--- config.mk ---
export PLATFORM = sky130hd
export DESIGN_NAME = dual_prefetch_agu
export DESIGN_NICKNAME = d
export VERILOG_FILES = /design/src/rtl/dpagu_pkg.sv /design/src/rtl/dpagu_side.sv /design/src/rtl/dpagu_ptr_file.sv /design/src/rtl/dual_prefetch_agu.sv
export SDC_FILE = /design/constraint.sdc
export NUM_CORES = 1
export LEC_CHECK = 0
export CORE_MARGIN = 2
export CORE_UTILIZATION = 23
export DETAILED_ROUTE_END_ITERATION = 10
export PLACE_DENSITY = 0.4
export SYNTH_ARGS = -nofsm -noshare
export SYNTH_HDL_FRONTEND = slang
export SYNTH_SLANG_ARGS = --single-unit
export TNS_END_PERCENT = 1
--- constraint.sdc ---
create_clock -name clk -period 18.5 [get_ports clk]
set_input_delay 2.775 -clock clk [delete_from_list [all_inputs] [get_ports clk]]
set_output_delay 2.775 -clock clk [all_outputs]
set_load 0.05 [all_outputs]
--- src/rtl/dpagu_pkg.sv ---
// Shared definitions for the dual-operand prefetch address unit.
// Assumes a 3-bit mode code per operand; codes 6 and 7 are reserved.
package dpagu_pkg;
    typedef enum logic [2:0] {
        AM_NONE  = 3'd0,
        AM_IND   = 3'd1,
        AM_POST2 = 3'd2,
        AM_POST4 = 3'd3,
        AM_POST6 = 3'd4,
        AM_INDEX = 3'd5
    } amode_e;

    localparam int unsigned PTR_COUNT = 4;
    localparam logic [3:0]  X_BASE    = 4'd8;
    localparam logic [3:0]  Y_BASE    = 4'd10;
endpackage

--- src/rtl/dpagu_side.sv ---
// One address path (X or Y). It combinationally decodes the register number
// and mode, forms the effective address and the post-modified value, checks
// both against the inclusive window [lo, hi], and produces the strobe, the flags
// and the writeback request.
// Assumes that PAIR_BASE is even; the odd register of the pair is the only one
// allowed to use indexed mode.
module dpagu_side
    import dpagu_pkg::*;
#(
    parameter int unsigned DW        = 16,
    parameter logic [3:0]  PAIR_BASE = 4'd8
) (
    input  logic [3:0]    reg_num,
    input  logic [2:0]    mode,
    input  logic [DW-1:0] ptr_even,
    input  logic [DW-1:0] ptr_odd,
    input  logic [DW-1:0] off,
    input  logic [DW-1:0] lo,
    input  logic [DW-1:0] hi,
    output logic [DW-1:0] addr,
    output logic          vld,
    output logic          err,
    output logic          ill,
    output logic          wb_en,
    output logic          wb_sel,
    output logic [DW-1:0] wb_data
);
    logic          sel_ok, is_odd, active, legal, is_post, ea_bad, nxt_bad;
    logic [DW-1:0] base, step;
    logic [DW:0]   ea_wide, nxt_wide;

    // Decode the selection and mode, and pick the step size.
    always_comb begin
        sel_ok  = (reg_num[3:1] == PAIR_BASE[3:1]);
        is_odd  = reg_num[0];
        base    = is_odd ? ptr_odd : ptr_even;
        active  = (mode != AM_NONE);
        is_post = (mode == AM_POST2) || (mode == AM_POST4) || (mode == AM_POST6);
        unique case (mode)
            AM_POST2: step = DW'(2);
            AM_POST4: step = DW'(4);
            AM_POST6: step = DW'(6);
            default:  step = '0;
        endcase
        ill   = active && (!sel_ok || (mode > AM_INDEX) || ((mode == AM_INDEX) && !is_odd));
        legal = active && !ill;
    end

    // Form both addresses with a carry bit, then check them against the window.
    always_comb begin
        ea_wide  = {1'b0, base} + ((mode == AM_INDEX) ? {1'b0, off} : '0);
        nxt_wide = {1'b0, base} + {1'b0, step};
        ea_bad   = ea_wide[DW] || (ea_wide[DW-1:0] < lo) || (ea_wide[DW-1:0] > hi);
        nxt_bad  = is_post && (nxt_wide[DW] || (nxt_wide[DW-1:0] < lo) ||
                               (nxt_wide[DW-1:0] > hi));
    end

    // Drive the outputs of this side.
    always_comb begin
        addr    = ea_wide[DW-1:0];
        vld     = legal && !ea_bad;
        err     = legal && (ea_bad || nxt_bad);
        wb_en   = legal && is_post && !ea_bad && !nxt_bad;
        wb_sel  = is_odd;
        wb_data = nxt_wide[DW-1:0];
    end
endmodule

--- src/rtl/dpagu_ptr_file.sv ---
// The four prefetch pointer registers. Pointers 0 and 1 take X-side writebacks,
// and pointers 2 and 3 take Y-side writebacks. A load to the same pointer in
// the same cycle overrides the writeback.
// Assumes that N is 4, split evenly between the two sides.
module dpagu_ptr_file #(
    parameter int unsigned DW = 16,
    parameter int unsigned N  = 4,
    localparam int unsigned SW = $clog2(N)
) (
    input  logic                  clk,
    input  logic                  rst_n,
    input  logic                  ld_en,
    input  logic [SW-1:0]         ld_sel,
    input  logic [DW-1:0]         ld_data,
    input  logic                  x_wb_en,
    input  logic                  x_wb_sel,
    input  logic [DW-1:0]         x_wb_data,
    input  logic                  y_wb_en,
    input  logic                  y_wb_sel,
    input  logic [DW-1:0]         y_wb_data,
    output logic [N-1:0][DW-1:0]  ptr_q
);
    for (genvar i = 0; i < N; i++) begin : g_ptr
        localparam bit IS_Y = (i >= N/2);
        logic wb_hit;
        logic [DW-1:0] wb_val;

        // Work out whether this pointer's side writes back to it.
        always_comb begin
            if (IS_Y) begin
                wb_hit = y_wb_en && (y_wb_sel == 1'(i % 2));
                wb_val = y_wb_data;
            end else begin
                wb_hit = x_wb_en && (x_wb_sel == 1'(i % 2));
                wb_val = x_wb_data;
            end
        end

        // Update the pointer: reset, then load, then writeback.
        always_ff @(posedge clk) begin
            if (!rst_n)                             ptr_q[i] <= '0;
            else if (ld_en && (ld_sel == SW'(i)))   ptr_q[i] <= ld_data;
            else if (wb_hit)                        ptr_q[i] <= wb_val;
        end
    end
endmodule

--- src/rtl/dual_prefetch_agu.sv ---
// Top level of the dual-operand prefetch address unit. It ties the pointer
// file to one X path (registers 8 and 9) and one Y path (registers 10 and 11).
// Addresses and flags are combinational in the issue cycle, and writebacks land
// on the next edge.
// Assumes that the bounds and the offset are held stable by the caller during the issue cycle.
module dual_prefetch_agu
    import dpagu_pkg::*;
#(
    parameter int unsigned DW = 16
) (
    input  logic          clk,
    input  logic          rst_n,
    input  logic          ld_en,
    input  logic [1:0]    ld_sel,
    input  logic [DW-1:0] ld_data,
    input  logic [3:0]    x_reg,
    input  logic [2:0]    x_mode,
    input  logic [3:0]    y_reg,
    input  logic [2:0]    y_mode,
    input  logic [DW-1:0] idx_off,
    input  logic [DW-1:0] x_lo,
    input  logic [DW-1:0] x_hi,
    input  logic [DW-1:0] y_lo,
    input  logic [DW-1:0] y_hi,
    output logic [DW-1:0] x_addr,
    output logic          x_vld,
    output logic          x_err,
    output logic          x_ill,
    output logic          x_wb_en,
    output logic [DW-1:0] x_wb_data,
    output logic [DW-1:0] y_addr,
    output logic          y_vld,
    output logic          y_err,
    output logic          y_ill,
    output logic          y_wb_en,
    output logic [DW-1:0] y_wb_data
);
    logic [PTR_COUNT-1:0][DW-1:0] ptr_q;
    logic x_wb_sel, y_wb_sel;

    dpagu_ptr_file #(.DW(DW), .N(PTR_COUNT)) ptrs_i (
        .clk(clk), .rst_n(rst_n),
        .ld_en(ld_en), .ld_sel(ld_sel), .ld_data(ld_data),
        .x_wb_en(x_wb_en), .x_wb_sel(x_wb_sel), .x_wb_data(x_wb_data),
        .y_wb_en(y_wb_en), .y_wb_sel(y_wb_sel), .y_wb_data(y_wb_data),
        .ptr_q(ptr_q)
    );

    dpagu_side #(.DW(DW), .PAIR_BASE(X_BASE)) xside_i (
        .reg_num(x_reg), .mode(x_mode),
        .ptr_even(ptr_q[0]), .ptr_odd(ptr_q[1]),
        .off(idx_off), .lo(x_lo), .hi(x_hi),
        .addr(x_addr), .vld(x_vld), .err(x_err), .ill(x_ill),
        .wb_en(x_wb_en), .wb_sel(x_wb_sel), .wb_data(x_wb_data)
    );

    dpagu_side #(.DW(DW), .PAIR_BASE(Y_BASE)) yside_i (
        .reg_num(y_reg), .mode(y_mode),
        .ptr_even(ptr_q[2]), .ptr_odd(ptr_q[3]),
        .off(idx_off), .lo(y_lo), .hi(y_hi),
        .addr(y_addr), .vld(y_vld), .err(y_err), .ill(y_ill),
        .wb_en(y_wb_en), .wb_sel(y_wb_sel), .wb_data(y_wb_data)
    );
endmodule

==> qor.yml <==
outcome: "complete, no violations"
synth_top_area_frac: 0.216
cts_buffers: 9
first_iter_violations: 403
ctsHoldBuffers: 0
grt_pass1_wl_mm: 56.8
critical_path.max_fanout: 61
core_um2: 39700
clock.fmax_ghz: 0.0813
start_kind: "input pin"
top_regs: "ptrs_i.ptr_q: 64 flops"
cts_resized: 0
antenna_found_initial: 2
synth_nets: 1502
rows: 73
drv_slew: 0
die_y_um: 205
vias: 9622
worstMarginPinSlew_ns: 0.992
p_total_uw: 665
grt_setup_unrepaired: "false"
synth.distinct_cells: 71
routed_wl_mm: 37.5
syn-cell-area_um2: 9260
portBuffers: 186
die_area_um2: 41900
grt.overflow.total: 0
synth_top_flop_cell: "dfxtp_1"
hpwlAfterDp_mm: 30.8
fin_tns_setup_ns: 0
clockRootBuffer: "clkbuf_16"
synthAdderAreaFrac: 0.225
boundaryPins: 187
finish.instance_area_um2: 12000
syn_inst: 1223
postCtsSetupBuffers: 0
maxCapViolations: 0
vias_per_cell: 5.04
clkSinkCount: 64
synthMuxAreaShare: 0.0505
layout_min_cycle_time_ns: 12.30
hold_path_class: "reg2reg"
regMostFlops: "ptrs_i.ptr_q"
synth.area.top_cells: "ha_1, dfxtp_1, o21ai_0"
synth_compound_area_frac: 0.237
clk_pin_slew_ns: 0.06
drive_above_1_share: 0.0434
start_util: 0.233
critPathKind: "in2out"
largest_register_ffs: 64
hold_viol_final: 0
grt_max_degree: 94
ir_worst_vdd_v: 0.0000369
synth-seq-cells: 64
crit_arrival_ns: 9.52
period_share: 0.665
endpoint_kind: "output port"
clock_latency_ns: 0.34
synthArstFlopShare: 0
areaGrowthSynthToFinish_pct: 29.1
synth_top_family_by_area: "compound AO/OA/AOI/OAI gates"
required_ns: 15.73
gp_congestion: 0.837
fill_cells: 4364
synthSimpleGateAreaFrac: 0.235
cts_tree: "yes"
synth_edf_count: 0
p_leak_nw: 5.36
powerDensity_nw_per_um2: 55.7
ys_seq_area_frac: 0.138
drc: 0
ant_nets: 0
synth_xor_area_frac: 0.0426
dr.pass1.iters: 5
avgRoutedWirePerCell_um: 19.7
h-tree-depth: 3
die_x_um: 205
setup_violations: 0
cts_buffer_depth: 2
yosys_warnings: 0
grt_use_total: 0.178
grt_pass1_vias: 9534
skew_ns: 0.0103
syn_area_per_cell_um2: 7.57
postPlaceCellArea_um2: 11600
max-slew-margin-rel: 0.337
synth_top_area_cell: "ha_1"
final_nets: 1656
## kinds of logic (layout without fill, tap and decap cells)
group           after synthesis  after routing
other cells                   0              1
buf+inv                     169            328
mux                          45             45
fa+ha+maj                   164            164
simple gates                393            393
compound gates              343            343
xor+xnor                     45             45
flops                        64             64
## final cells by class
cell class,count,area (um^2),share of cell area
inverters,116,435,0.0364
well taps,525,657,0.0549
diodes,1,2.50,0.000209
repair buffers,196,1930,0.162
flip-flops and latches,64,1280,0.107
multi-input cells,990,7320,0.612
clock inverters,7,103,0.00858
clock buffers,9,225,0.0188
## critical path, cell delays in order
cell	delay, ns
clkdlybuf4s50_1	0.45
buf_4	0.35
mux2i_1	0.49
inv_1	0.12
ha_1	0.25
a21o_1	0.18
a21oi_1	0.22
nor2b_1	0.10
o31ai_1	0.31
a21oi_1	0.14
o41ai_1	0.52
mux2i_1	0.26
nand3_1	0.19
ha_1	0.33
or2_2	0.10
o211ai_1	0.12
a2111oi_0	0.47
o221ai_1	0.20
o31a_1	0.14
a211o_1	0.25
buf_4	0.30
nor4_1	0.34
clkdlybuf4s50_1	0.86
## metrics by stage
stage / std cells / setup WS (ns) / util / hold slack [ns]
5_1_grt: 1907 / 5.72 / 0.301 / 0.508
2_1_floorplan: 1223 / 6.11 / - / 0.443
4_1_cts: 1907 / 6.11 / 0.301 / 0.476
6_report: 1908 / 6.21 / 0.301 / 0.473
3_5_place_dp: 1891 / 6.14 / 0.293 / 0.468
3_3_place_gp: 1891 / 6.25 / 0.293 / 0.462
## placed cells by master, fill, tap and decap left out, types with 23 or more instances in the layout
cell type and count:
a21o_1 23, a21oi_1 72, a31oi_1 38, and2_1 33, and3_1 23, clkdlybuf4s50_1 185, dfxtp_1 64, ha_1 160
inv_1 116, mux2i_1 31, nand2_1 68, nand3_1 40, nor2_1 59, nor3_1 32, o21ai_0 102, or3_1 30
xnor2_1 35
## synth_stat cells, types with 4 or more instances
library cell and instances:
ha_1 160, inv_1 116, o21ai_0 102, a21oi_1 72, nand2_1 68, dfxtp_1 64
nor2_1 59, clkbuf_1 43, nand3_1 40, a31oi_1 38, xnor2_1 35, and2_1 33
nor3_1 32, mux2i_1 31, or3_1 30, a21o_1 23, and3_1 23, nand4_1 20
a211oi_1 14, mux2_2 14, nor2b_1 14, o211ai_1 13, o21a_1 12, nor4_1 11
nor4b_1 10, xor2_1 10, a32oi_1 9, a21boi_0 8, nand2b_1 8, nand3b_1 7
and4_1 6, and3b_1 5, buf_2 5, nand4b_1 5, nor3b_1 5, o31ai_1 5
a2111oi_0 4, buf_4 4, fa_1 4, o2111ai_1 4, or2_2 4, or4_1 4
## layer usage
metal  up-vias  share of wire  track usage
met1      4560           0.44        0.218
met3        24          0.038       0.0231
li1       4834              -            -
met2       204           0.51        0.334
met4         0         0.0093       0.0248
met5         -              0            0
## path summary, 6_finish.rpt
path                                       start          endpoint  slack [ns]  cells past startpoint
worst min-delay path            ptrs_i.ptr_q[32]  ptrs_i.ptr_q[32]        0.47                      2
worst max-delay path                    y_reg[0]           y_wb_en        6.21                     23
worst min register to register  ptrs_i.ptr_q[32]  ptrs_i.ptr_q[32]        0.47                      2
worst max register to register  ptrs_i.ptr_q[48]  ptrs_i.ptr_q[35]       12.77                     21
## power by group
group          internal [mW]  switching [mW]
logic                  0.119           0.199
registers              0.148         0.00852
clock network          0.119          0.0714
No activity file was read; power rests on OpenSTA's default activity.
